<file path="config.mk">
export PLATFORM = sky130hd
export DESIGN_NAME = hwcur_overlay
export DESIGN_NICKNAME = d
export VERILOG_FILES = /design/src/rtl/hwcur_pkg.sv /design/src/rtl/hwcur_regfile.sv /design/src/rtl/hwcur_hit.sv /design/src/rtl/hwcur_merge.sv /design/src/rtl/hwcur_overlay.sv
export SDC_FILE = /design/constraint.sdc
export NUM_CORES = 2
export LEC_CHECK = 0
export ABC_AREA = 1
export BUFFER_PORTS_ARGS = -buffer_cell sky130_fd_sc_hd__buf_2
export CAP_MARGIN = 20
export CORE_MARGIN = 2
export CORE_UTILIZATION = 28
export CTS_CLUSTER_DIAMETER = 80
export DETAILED_ROUTE_END_ITERATION = 10
export HOLD_SLACK_MARGIN = 0.08
export PLACE_DENSITY = 0.5
export SLEW_MARGIN = 5
export SYNTH_ARGS = -nofsm -noshare
export SYNTH_HDL_FRONTEND = slang
export SYNTH_HIERARCHICAL = 1
export SYNTH_SLANG_ARGS = --single-unit
export TNS_END_PERCENT = 100
</file>
<file path="constraint.sdc">
create_clock -name clk -period 7.4 [get_ports clk]
set_input_delay 0.74 -clock clk [delete_from_list [all_inputs] [get_ports clk]]
set_output_delay 0.74 -clock clk [all_outputs]
set_load 0.02 [all_outputs]
</file>
<file path="src/rtl/hwcur_pkg.sv">
package hwcur_pkg;

   // Decision taken for one pixel.
   typedef enum logic [1:0] {
      SEL_PASS    = 2'd0,
      SEL_COLOR_A = 2'd1,
      SEL_COLOR_B = 2'd2
   } ovl_sel_e;

   // First overlay palette slot; the second one follows it directly.
   localparam int unsigned OVL_BASE = 258;

endpackage

</file>
<file path="src/rtl/hwcur_regfile.sv">
module hwcur_regfile #(
   parameter int ADDR_W    = 12,
   parameter int DATA_W    = 32,
   parameter int COORD_W   = 16,
   parameter int CUR_SIZE  = 32,
   parameter int POS_OFS   = 'h8FC,
   parameter int MISC_OFS  = 'h818,
   parameter int MASK_BASE = 'h900,
   parameter int BITS_BASE = 'h980,
   parameter logic [COORD_W-1:0] POS_RESET  = COORD_W'('hF000),
   parameter logic [DATA_W-1:0]  MISC_FORCE = DATA_W'('h0200_0000)
) (
   input  logic                               clk,
   input  logic                               rst_n,
   input  logic                               wr_en,
   input  logic                               rd_en,
   input  logic [ADDR_W-1:0]                  addr,
   input  logic [DATA_W-1:0]                  wdata,
   output logic [DATA_W-1:0]                  rdata,
   output logic [COORD_W-1:0]                 cur_x,
   output logic [COORD_W-1:0]                 cur_y,
   output logic [CUR_SIZE-1:0][DATA_W-1:0]    mask_rows,
   output logic [CUR_SIZE-1:0][DATA_W-1:0]    bits_rows
);

   localparam int ROW_W = $clog2(CUR_SIZE);
   localparam int SPAN  = 4 * CUR_SIZE;
   localparam logic [ADDR_W-1:0] POS_A   = ADDR_W'(POS_OFS);
   localparam logic [ADDR_W-1:0] MISC_A  = ADDR_W'(MISC_OFS);
   localparam logic [ADDR_W-1:0] MASK_LO = ADDR_W'(MASK_BASE);
   localparam logic [ADDR_W-1:0] MASK_HI = ADDR_W'(MASK_BASE + SPAN);
   localparam logic [ADDR_W-1:0] BITS_LO = ADDR_W'(BITS_BASE);
   localparam logic [ADDR_W-1:0] BITS_HI = ADDR_W'(BITS_BASE + SPAN);

   if (2 * COORD_W > DATA_W) begin : g_bad_coord
      $error("hwcur_regfile: position word cannot hold two coordinates");
   end
   if (MASK_BASE + SPAN > (1 << ADDR_W) || BITS_BASE + SPAN > (1 << ADDR_W)) begin : g_bad_span
      $error("hwcur_regfile: plane window exceeds the address space");
   end

   logic             hit_pos;
   logic             hit_misc;
   logic             hit_mask;
   logic             hit_bits;
   logic [ROW_W-1:0] mask_row;
   logic [ROW_W-1:0] bits_row;
   logic [DATA_W-1:0] misc_q;

   assign hit_pos  = (addr == POS_A);
   assign hit_misc = (addr == MISC_A);
   assign hit_mask = (addr >= MASK_LO) && (addr < MASK_HI);
   assign hit_bits = (addr >= BITS_LO) && (addr < BITS_HI);
   assign mask_row = ROW_W'((addr - MASK_LO) >> 2);
   assign bits_row = ROW_W'((addr - BITS_LO) >> 2);

   // Position and spare register.
   always_ff @(posedge clk or negedge rst_n) begin
      if (!rst_n) begin
         cur_x  <= POS_RESET;
         cur_y  <= POS_RESET;
         misc_q <= '0;
      end else if (wr_en) begin
         if (hit_pos) begin
            cur_x <= wdata[2*COORD_W-1:COORD_W];
            cur_y <= wdata[COORD_W-1:0];
         end
         if (hit_misc) begin
            misc_q <= wdata;
         end
      end
   end

   // One storage word per plane row.
   for (genvar r = 0; r < CUR_SIZE; r++) begin : g_row
      logic [DATA_W-1:0] mask_q;
      logic [DATA_W-1:0] bits_q;
      always_ff @(posedge clk or negedge rst_n) begin
         if (!rst_n) begin
            mask_q <= '0;
            bits_q <= '0;
         end else if (wr_en) begin
            if (hit_mask && (mask_row == ROW_W'(r))) begin
               mask_q <= wdata;
            end
            if (hit_bits && (bits_row == ROW_W'(r))) begin
               bits_q <= wdata;
            end
         end
      end
      assign mask_rows[r] = mask_q;
      assign bits_rows[r] = bits_q;
   end

   // Registered read port.
   always_ff @(posedge clk or negedge rst_n) begin
      if (!rst_n) begin
         rdata <= '0;
      end else if (rd_en) begin
         rdata <= hit_misc ? (misc_q | MISC_FORCE) : '0;
      end
   end

endmodule

</file>
<file path="src/rtl/hwcur_hit.sv">
module hwcur_hit #(
   parameter int COORD_W  = 16,
   parameter int DATA_W   = 32,
   parameter int CUR_SIZE = 32,
   parameter int SCREEN_W = 1024
) (
   input  logic [COORD_W-1:0]          pix_x,
   input  logic [COORD_W-1:0]          pix_y,
   input  logic [COORD_W-1:0]          cur_x,
   input  logic [COORD_W-1:0]          cur_y,
   output logic                        covered,
   output logic [$clog2(CUR_SIZE)-1:0] row,
   output logic [$clog2(DATA_W)-1:0]   bit_pos
);

   localparam int ROW_W  = $clog2(CUR_SIZE);
   localparam int BIT_W  = $clog2(DATA_W);
   localparam int EXT    = COORD_W + 1;
   localparam int SW_LOG = $clog2(SCREEN_W);

   if (CUR_SIZE > DATA_W || (1 << ROW_W) != CUR_SIZE) begin : g_bad_size
      $error("hwcur_hit: cursor size must be a power of two no wider than a word");
   end
   if (SCREEN_W >= (1 << COORD_W) || SCREEN_W < 1) begin : g_bad_screen
      $error("hwcur_hit: screen width does not fit the coordinate width");
   end

   logic [EXT-1:0] dx;
   logic [EXT-1:0] dy;
   logic           in_x;
   logic           in_y;
   logic           cur_on;
   logic           pix_on;

   // Difference with a borrow bit: top bit set means pixel lies before cursor.
   assign dx   = {1'b0, pix_x} - {1'b0, cur_x};
   assign dy   = {1'b0, pix_y} - {1'b0, cur_y};
   assign in_x = !dx[EXT-1] && (dx < EXT'(CUR_SIZE));
   assign in_y = !dy[EXT-1] && (dy < EXT'(CUR_SIZE));

   // Screen-edge test: a power-of-two width needs only a zero check of high bits.
   if ((SCREEN_W & (SCREEN_W - 1)) == 0) begin : g_edge_pow2
      assign cur_on = ~|cur_x[COORD_W-1:SW_LOG];
      assign pix_on = ~|pix_x[COORD_W-1:SW_LOG];
   end else begin : g_edge_cmp
      assign cur_on = cur_x < COORD_W'(SCREEN_W);
      assign pix_on = pix_x < COORD_W'(SCREEN_W);
   end

   assign covered = in_x && in_y && cur_on && pix_on;
   assign row     = dy[ROW_W-1:0];
   // Leftmost cursor pixel maps to the most significant bit of the word.
   assign bit_pos = BIT_W'(DATA_W - 1) - BIT_W'(dx[ROW_W-1:0]);

endmodule

</file>
<file path="src/rtl/hwcur_merge.sv">
module hwcur_merge
   import hwcur_pkg::*;
#(
   parameter int DATA_W   = 32,
   parameter int CUR_SIZE = 32,
   parameter int IDX_W    = 8,
   parameter int OUT_W    = 9
) (
   input  logic                              clk,
   input  logic                              rst_n,
   input  logic                              in_valid,
   input  logic [IDX_W-1:0]                  in_idx,
   input  logic                              covered,
   input  logic [$clog2(CUR_SIZE)-1:0]       row,
   input  logic [$clog2(DATA_W)-1:0]         bit_pos,
   input  logic [CUR_SIZE-1:0][DATA_W-1:0]   mask_rows,
   input  logic [CUR_SIZE-1:0][DATA_W-1:0]   bits_rows,
   output logic                              out_valid,
   output logic [OUT_W-1:0]                  out_idx
);

   if (OUT_W <= IDX_W || (1 << OUT_W) <= int'(OVL_BASE) + 1) begin : g_bad_out
      $error("hwcur_merge: output index too narrow for overlay slots");
   end

   logic [DATA_W-1:0] mask_word;
   logic [DATA_W-1:0] bits_word;
   logic              mask_bit;
   logic              bits_bit;
   ovl_sel_e          sel;
   logic [OUT_W-1:0]  nxt_idx;

   assign mask_word = mask_rows[row];
   assign bits_word = bits_rows[row];
   assign mask_bit  = mask_word[bit_pos];
   assign bits_bit  = bits_word[bit_pos];

   always_comb begin
      sel = SEL_PASS;
      if (covered && mask_bit) begin
         sel = bits_bit ? SEL_COLOR_B : SEL_COLOR_A;
      end
   end

   always_comb begin
      case (sel)
         SEL_COLOR_A: nxt_idx = OUT_W'(OVL_BASE);
         SEL_COLOR_B: nxt_idx = OUT_W'(OVL_BASE + 1);
         default:     nxt_idx = {{(OUT_W - IDX_W){1'b0}}, in_idx};
      endcase
   end

   always_ff @(posedge clk or negedge rst_n) begin
      if (!rst_n) begin
         out_valid <= 1'b0;
         out_idx   <= '0;
      end else begin
         out_valid <= in_valid;
         if (in_valid) begin
            out_idx <= nxt_idx;
         end
      end
   end

endmodule

</file>
<file path="src/rtl/hwcur_overlay.sv">
module hwcur_overlay #(
   parameter int ADDR_W   = 12,
   parameter int DATA_W   = 32,
   parameter int COORD_W  = 16,
   parameter int IDX_W    = 8,
   parameter int OUT_W    = 9,
   parameter int CUR_SIZE = 32,
   parameter int SCREEN_W = 1024
) (
   input  logic               clk,
   input  logic               rst_n,
   input  logic               reg_wr,
   input  logic               reg_rd,
   input  logic [ADDR_W-1:0]  reg_addr,
   input  logic [DATA_W-1:0]  reg_wdata,
   output logic [DATA_W-1:0]  reg_rdata,
   input  logic               pix_valid,
   input  logic [COORD_W-1:0] pix_x,
   input  logic [COORD_W-1:0] pix_y,
   input  logic [IDX_W-1:0]   pix_idx,
   output logic               out_valid,
   output logic [OUT_W-1:0]   out_idx
);

   localparam int ROW_W = $clog2(CUR_SIZE);
   localparam int BIT_W = $clog2(DATA_W);

   logic [COORD_W-1:0]              cur_x;
   logic [COORD_W-1:0]              cur_y;
   logic [CUR_SIZE-1:0][DATA_W-1:0] mask_rows;
   logic [CUR_SIZE-1:0][DATA_W-1:0] bits_rows;
   logic                            covered;
   logic [ROW_W-1:0]                row;
   logic [BIT_W-1:0]                bit_pos;

   hwcur_regfile #(
      .ADDR_W   (ADDR_W),
      .DATA_W   (DATA_W),
      .COORD_W  (COORD_W),
      .CUR_SIZE (CUR_SIZE)
   ) u_regs (
      .clk       (clk),
      .rst_n     (rst_n),
      .wr_en     (reg_wr),
      .rd_en     (reg_rd),
      .addr      (reg_addr),
      .wdata     (reg_wdata),
      .rdata     (reg_rdata),
      .cur_x     (cur_x),
      .cur_y     (cur_y),
      .mask_rows (mask_rows),
      .bits_rows (bits_rows)
   );

   hwcur_hit #(
      .COORD_W  (COORD_W),
      .DATA_W   (DATA_W),
      .CUR_SIZE (CUR_SIZE),
      .SCREEN_W (SCREEN_W)
   ) u_hit (
      .pix_x   (pix_x),
      .pix_y   (pix_y),
      .cur_x   (cur_x),
      .cur_y   (cur_y),
      .covered (covered),
      .row     (row),
      .bit_pos (bit_pos)
   );

   hwcur_merge #(
      .DATA_W   (DATA_W),
      .CUR_SIZE (CUR_SIZE),
      .IDX_W    (IDX_W),
      .OUT_W    (OUT_W)
   ) u_merge (
      .clk       (clk),
      .rst_n     (rst_n),
      .in_valid  (pix_valid),
      .in_idx    (pix_idx),
      .covered   (covered),
      .row       (row),
      .bit_pos   (bit_pos),
      .mask_rows (mask_rows),
      .bits_rows (bits_rows),
      .out_valid (out_valid),
      .out_idx   (out_idx)
   );

endmodule

</file>
# Word-level counts from Yosys, hierarchy flattened
# Index checks and enable logic that the tools add are counted.
# classes
n_eq_ne	66
n_reduce_logical	146
mux	12
n_lt_le_gt_ge	8
addsub	5
# ops
operator	count
$bmux 32 s5	2
$eq 5x5->1 const B	32
$reduce_and 2->1	66
$mux 32	3
$eq 5x4->1 const B	16
$logic_and 1x1->1	72
$eq 5x3->1 const B	8
$lt 17x6->1 const B	2
$sub 16x16->17	2
$eq 12x12->1 const B	2
$ge 12x12->1 const B	2
$lt 12x12->1 const B	2
$eq 5x2->1 const B	4
$pmux 9 s2	1
$sub 7x1->7 const B	2
$lt 5x6->1 const B	2
$reduce_or 6->1	2
$bmux 1 s5	2
$eq 5x1->1 const B	2
$logic_not 5->1	2
$sub 5x5->5 const A	1
$logic_not 1->1	4
$mux 2	2
$eq 2x1->1 const B	1
other kinds (2)	3
# word_totals
wordCells	307
out_inout_bits	42
inputBits	89
ff_bits	2154

# Depth between registers and ports, before layout
# depth
ltp_word	10
depth_mapped	23
mapped_depth_nobuf	23

# Modules after synthesis
# Netlist, hierarchy kept.
# by_module_without_submodules
module	seq_area_each_um2	area_per_inst_um2	instances	cells_each
hwcur_regfile	53636.4	79221.0	1	8476
hwcur_merge	250.2	20633.5	1	4505
hwcur_hit	0.0	2108.3	1	430

# Worst setup path before layout
# OpenSTA, ideal clock, no wires.
# synth_path
kind	in2reg
from	in pix_y[0]
to	reg u_merge.out_idx[0]
n_path_buf	3
t_arrival_ns	3.253
required_ns	7.335
stages	21
setup_slack_ns	4.082
setup_time_ns	0.065
cell_sequence	inv_1 -> ha_1 -> fa_1 -> inv_1 -> nand2_1 -> nand2_1 -> nand2_1 -> xnor2_1 -> buf_2 -> clkbuf_1 -> clkbuf_1 -> nand3_1 -> nand3_1 -> nand3_1 -> nand3_1 -> nand3_1 -> nand3_1 -> nand2_1 -> nand2_1 -> nand3_1 -> nand2_1
# synth_via
elab_chain_len	10
word_cells_on_any_way	21
cone_classes	1 x add/sub; 1 x order compare; 2 x eq/ne; 11 x mux; 6 x reduce/logical
# synth_lines
element	line_no	rtl
from (decl)	hwcur_overlay.sv:19	input logic [COORD_W-1:0] pix_y,
$sub 16x16->17 *	hwcur_hit.sv:37	assign dy = {1'b0, pix_y} - {1'b0, cur_y};
via row[4]	hwcur_overlay.sv:33	logic [ROW_W-1:0] row;
parallel branches: the longest is 6 deep, another holds $bmux 32 s5	--	
$mux 2 *	hwcur_merge.sv:40	if (covered && mask_bit) begin
$eq 2x2->1 or $eq 2x1->1 (tied branches)	hwcur_merge.sv:46	case (sel)
$pmux 9 s2 *	hwcur_merge.sv:46	
to (signal assigned)	hwcur_merge.sv:60	out_idx <= nxt_idx;
to (decl)	hwcur_merge.sv:19	output logic [OUT_W-1:0] out_idx
# Mark *: on every way through the listed nets, which the timed path passes. The select of a mux whose other input is x is not followed.
# A chain may end at the register's enable or synchronous reset.

# Worst setup path in the final report
# layout_path
from	reg u_regs.cur_y[0]
to	reg u_merge.out_idx[0]
# layout_via
elab_chain_len	10
word_cells_on_any_way	21
cone_classes	1 x add/sub; 1 x order compare; 2 x eq/ne; 11 x mux; 6 x reduce/logical
# layout_lines
element	line_no	rtl
from (decl)	hwcur_regfile.sv:21	output logic [COORD_W-1:0] cur_y,
from (signal assigned)	hwcur_regfile.sv:66	cur_y <= wdata[COORD_W-1:0];
$sub 16x16->17 *	hwcur_hit.sv:37	
via row[2]	hwcur_overlay.sv:33	
parallel branches: the longest is 6 deep, another holds $bmux 32 s5	--	
$mux 2 *	hwcur_merge.sv:40	
$eq 2x2->1 or $eq 2x1->1 (tied branches)	hwcur_merge.sv:46	
$pmux 9 s2 *	hwcur_merge.sv:46	
# Marked as above.

==> flow_metrics.env <==
export IMPL_nets=13045
export IMPL_use_met2_pct=34.7
export IMPL_die_area_um2=369000
export IMPL_cts_repair_resized=0
export IMPL_htree_levels=4
export IMPL_netlist_cell_type_count=39
export IMPL_postCtsSetupBuffers=0
export IMPL_ys_seq_area_share_pct=52.8
export IMPL_antenna_found_initial=18
export IMPL_synth_area_leader_cell="dfrtp_1"
export IMPL_grt_max_degree=156
export IMPL_finalSetupViolCount=0
export IMPL_dr_pass1_iters=8
export IMPL_finalHoldViolations=0
export IMPL_final_common_cell="nand2_1"
export IMPL_hold_class="input pin to register"
export IMPL_dp_hpwl_um=225000
export IMPL_async_flop_share_pct=100
export IMPL_routed_via_density=5.05
export IMPL_path_common_cell="nand3_1"
export IMPL_maxCapViolations=0
export IMPL_synth_nets=13534
export IMPL_holdPathStages=5
export IMPL_die_y_um=607
export IMPL_relSlewSlack_pct=19.7
export IMPL_max_freq_mhz=201
export IMPL_grt_busiest_layer="met2"
export IMPL_use_met1_pct=30.1
export IMPL_path_class="register to register"
export IMPL_cts_made_buffers=238
export IMPL_setup_worst_path_end_class="register"
export IMPL_cp_slowest_stage_delay_ns=0.82
export IMPL_grt_util_met3_pct=2.70
export IMPL_ys_flop_type="dfrtp_1"
export IMPL_num_rows=221
export IMPL_synth_top_area_share_pct=52.6
export IMPL_final_cell_mix="6,254 x nand2_1, 2,145 x dfrtp_1, 1,819 x nand3_1"
export IMPL_clock_skew_ns=0.0710
export IMPL_r2r_slack_ns=2.42
export IMPL_finalSetupTns_ns=0
export IMPL_hold_path_end="u_merge/out_idx[0]"
export IMPL_final_max_slew_viol_count=0
export IMPL_grt_overflow_total=0
export IMPL_vias=90505
export IMPL_first_global_vias=86459
export IMPL_rsz0062_at_grt="no"
export IMPL_r2r_start="u_regs/cur_y[0]"
export IMPL_drive_above_1_share_pct=6.61
export IMPL_ys_seq_elements=2153
export IMPL_yosysWarnings=6
export IMPL_syn_to_final_growth_pct=12.1
export IMPL_io_pins=131
export IMPL_portBuffers=130
export IMPL_cp_cell_sequence="ha_1 > fa_1 > xnor2_2 > buf_12 > buf_4 > nand3_1 > nand3_1 > nand3_1 > nand3_1 > nand3_1 > nand3_1 > nand3_1 > nand3_1 > nand2_1 > nand2_1 > nand3_1 > nand2_1"
export IMPL_drc=0
export IMPL_netlist_instances=13411
export IMPL_cts_root_buf="clkbuf_16"
export IMPL_dr_first_iter_drc_count=9879
export IMPL_start_kind="register"
export IMPL_arrival_ns=5.85
export IMPL_wire_per_inst_um=23.0
export IMPL_p_leak_nw=55.8
export IMPL_clock_sinks=2153
export IMPL_cp_required_ns=8.27
export IMPL_track_usage_pct=21.8
export IMPL_worst_pin_slew_ns=1.20
export IMPL_die_w_um=607
export IMPL_synth_cell_area_um2=102000
export IMPL_avgSynthCellArea_um2=7.60
export IMPL_hold_ws_ns=0.211
export IMPL_core_um2=363000
export IMPL_ant_nets=0
export IMPL_insertion_delay_ns=0.93
export IMPL_period_minus_slack_ns=4.98
export IMPL_wirelength_um=412000
export IMPL_start_util_pct=28.1
export IMPL_hold_start="pix_idx[0]"
export IMPL_power_density_nw_per_um2=232
export IMPL_clock_path_buffers=4
export IMPL_slowest_stage="xnor2_2"
export IMPL_ys_top_cells_by_area="dfrtp_1 53%, nand2_1 23%, nand3_1 8.9%, o21ai_0 5.8%, clkbuf_1 2.2%"
export IMPL_r2r_end="u_merge/out_idx[0]"
export IMPL_tritoncts="done"
export IMPL_finalCritPeriodShare_pct=67.2
export IMPL_place_congestion=0.858
export IMPL_peakVddDrop_uv=198
export IMPL_reg2regPathDepth=17
export IMPL_synth_edf_count=0
export IMPL_grt_pass1_wl_um=610000
export IMPL_outcome="complete, no violations"
export IMPL_clk_pin_slew_worst_paths_ns=0.06
export IMPL_crit_path_max_fanout=104
worst max-delay path: cells and delay by family, from the launching register on:
kind,cells,cell delay [ns]
adder cells (fa/ha/maj),2,0.64
buffers and inverters,2,1.13
flip-flops,1,0.39
AND/OR/NAND/NOR,12,1.78
XOR/XNOR,1,0.82
routing by layer:
layer	wire [µm]	part of all wire (%)
met5	27	0.0065
met4	18800	4.6
met3	26300	6.4
met2	186000	45
met1	181000	44
cell families after synthesis:
| logic type | synth area share [%] |
|---|---|
| xor+xnor | 0.0601 |
| compound gates | 7.04 |
| buf+inv | 5.71 |
| flops | 52.8 |
| simple gates | 33.9 |
| fa+ha+maj | 0.432 |
power by group:
| part | internal, mW | switching (mW) | total (mW) | leakage, nW |
|---|---|---|---|---|
| clock | 6.93 | 5.16 | 12.1 | 3.84 |
| combinational | 0.531 | 1.86 | 2.39 | 22.0 |
| sequential | 11.9 | 0.0896 | 12.0 | 29.9 |
| total | 19.4 | 7.11 | 26.5 | 55.8 |
synth_stat cells, drive strengths merged, types with 3 or more instances:
cell    number
dfrtp     2145
a21oi       38
o22ai       92
ha          32
or2          4
xor2         5
nand3b       3
nand3     1820
nor3         4
buf        505
o21ai     1277
nor2       328
clkbuf     607
inv        173
dfstp        8
nand4       68
and2         3
nand2     6292
how the worst max path moves through the flow:
stage / slack [ns] / depth (start not counted) / endpoint / from
after floorplan: 4.08 / 21 / u_merge/out_idx[0] / pix_y[0]
after global placement: 1.87 / 19 / u_merge/out_idx[0] / pix_y[0]
after detailed placement: 1.85 / 19 / u_merge/out_idx[0] / pix_y[0]
after CTS: 2.41 / 17 / u_merge/out_idx[0] / u_regs/cur_y[0]
after global routing: 2.23 / 17 / u_merge/out_idx[0] / u_regs/cur_y[0]
final: 2.42 / 17 / u_merge/out_idx[0] / u_regs/cur_y[0]
layout make-up:
cell class,count,area [µm²]
clock buffer,354,7060
fill,38852,248000
antenna,4,10.0
multi-input combinational,9972,42600
timing repair buffer,383,3310
clock inverter,73,704
sequential,2153,53900
tap,4794,6000
inverter,174,716
sequential cells by signal, summed over array words and instances, names as in the netlist:
register,count
u_regs/cur_x,16
u_regs/g_row.mask_q,1024
u_merge/out_idx,9
u_regs/g_row.bits_q,1024
u_merge/out_valid,1
u_regs/misc_q,31
u_regs/cur_y,16
u_regs/rdata,32
through the flow:
step | setup WS [ns] | cells | instance area, µm² | utilization [%] | total power [mW]
2_1_floorplan | 4.08 | 13411 | 102000 | - | 13.5
3_3_place_gp | 1.87 | 17458 | 106000 | 29.3 | 14.6
3_5_place_dp | 1.85 | 17463 | 106000 | 29.3 | 14.6
4_1_cts | 2.41 | 17899 | 114000 | 31.5 | 26.7
5_1_grt | 2.23 | 17904 | 114000 | 31.5 | 27.4
6_report | 2.42 | 17907 | 114000 | 31.5 | 26.5
what timing repair did:
| item | 4_1_cts | 5_1_grt |
|---|---|---|
| setup endpoints to repair | 0 | 0 |
| endpoints found under the hold margin | 70 | 0 |
| hold buffers | 9 | 0 |
No activity file was read; power rests on OpenSTA's default activity.
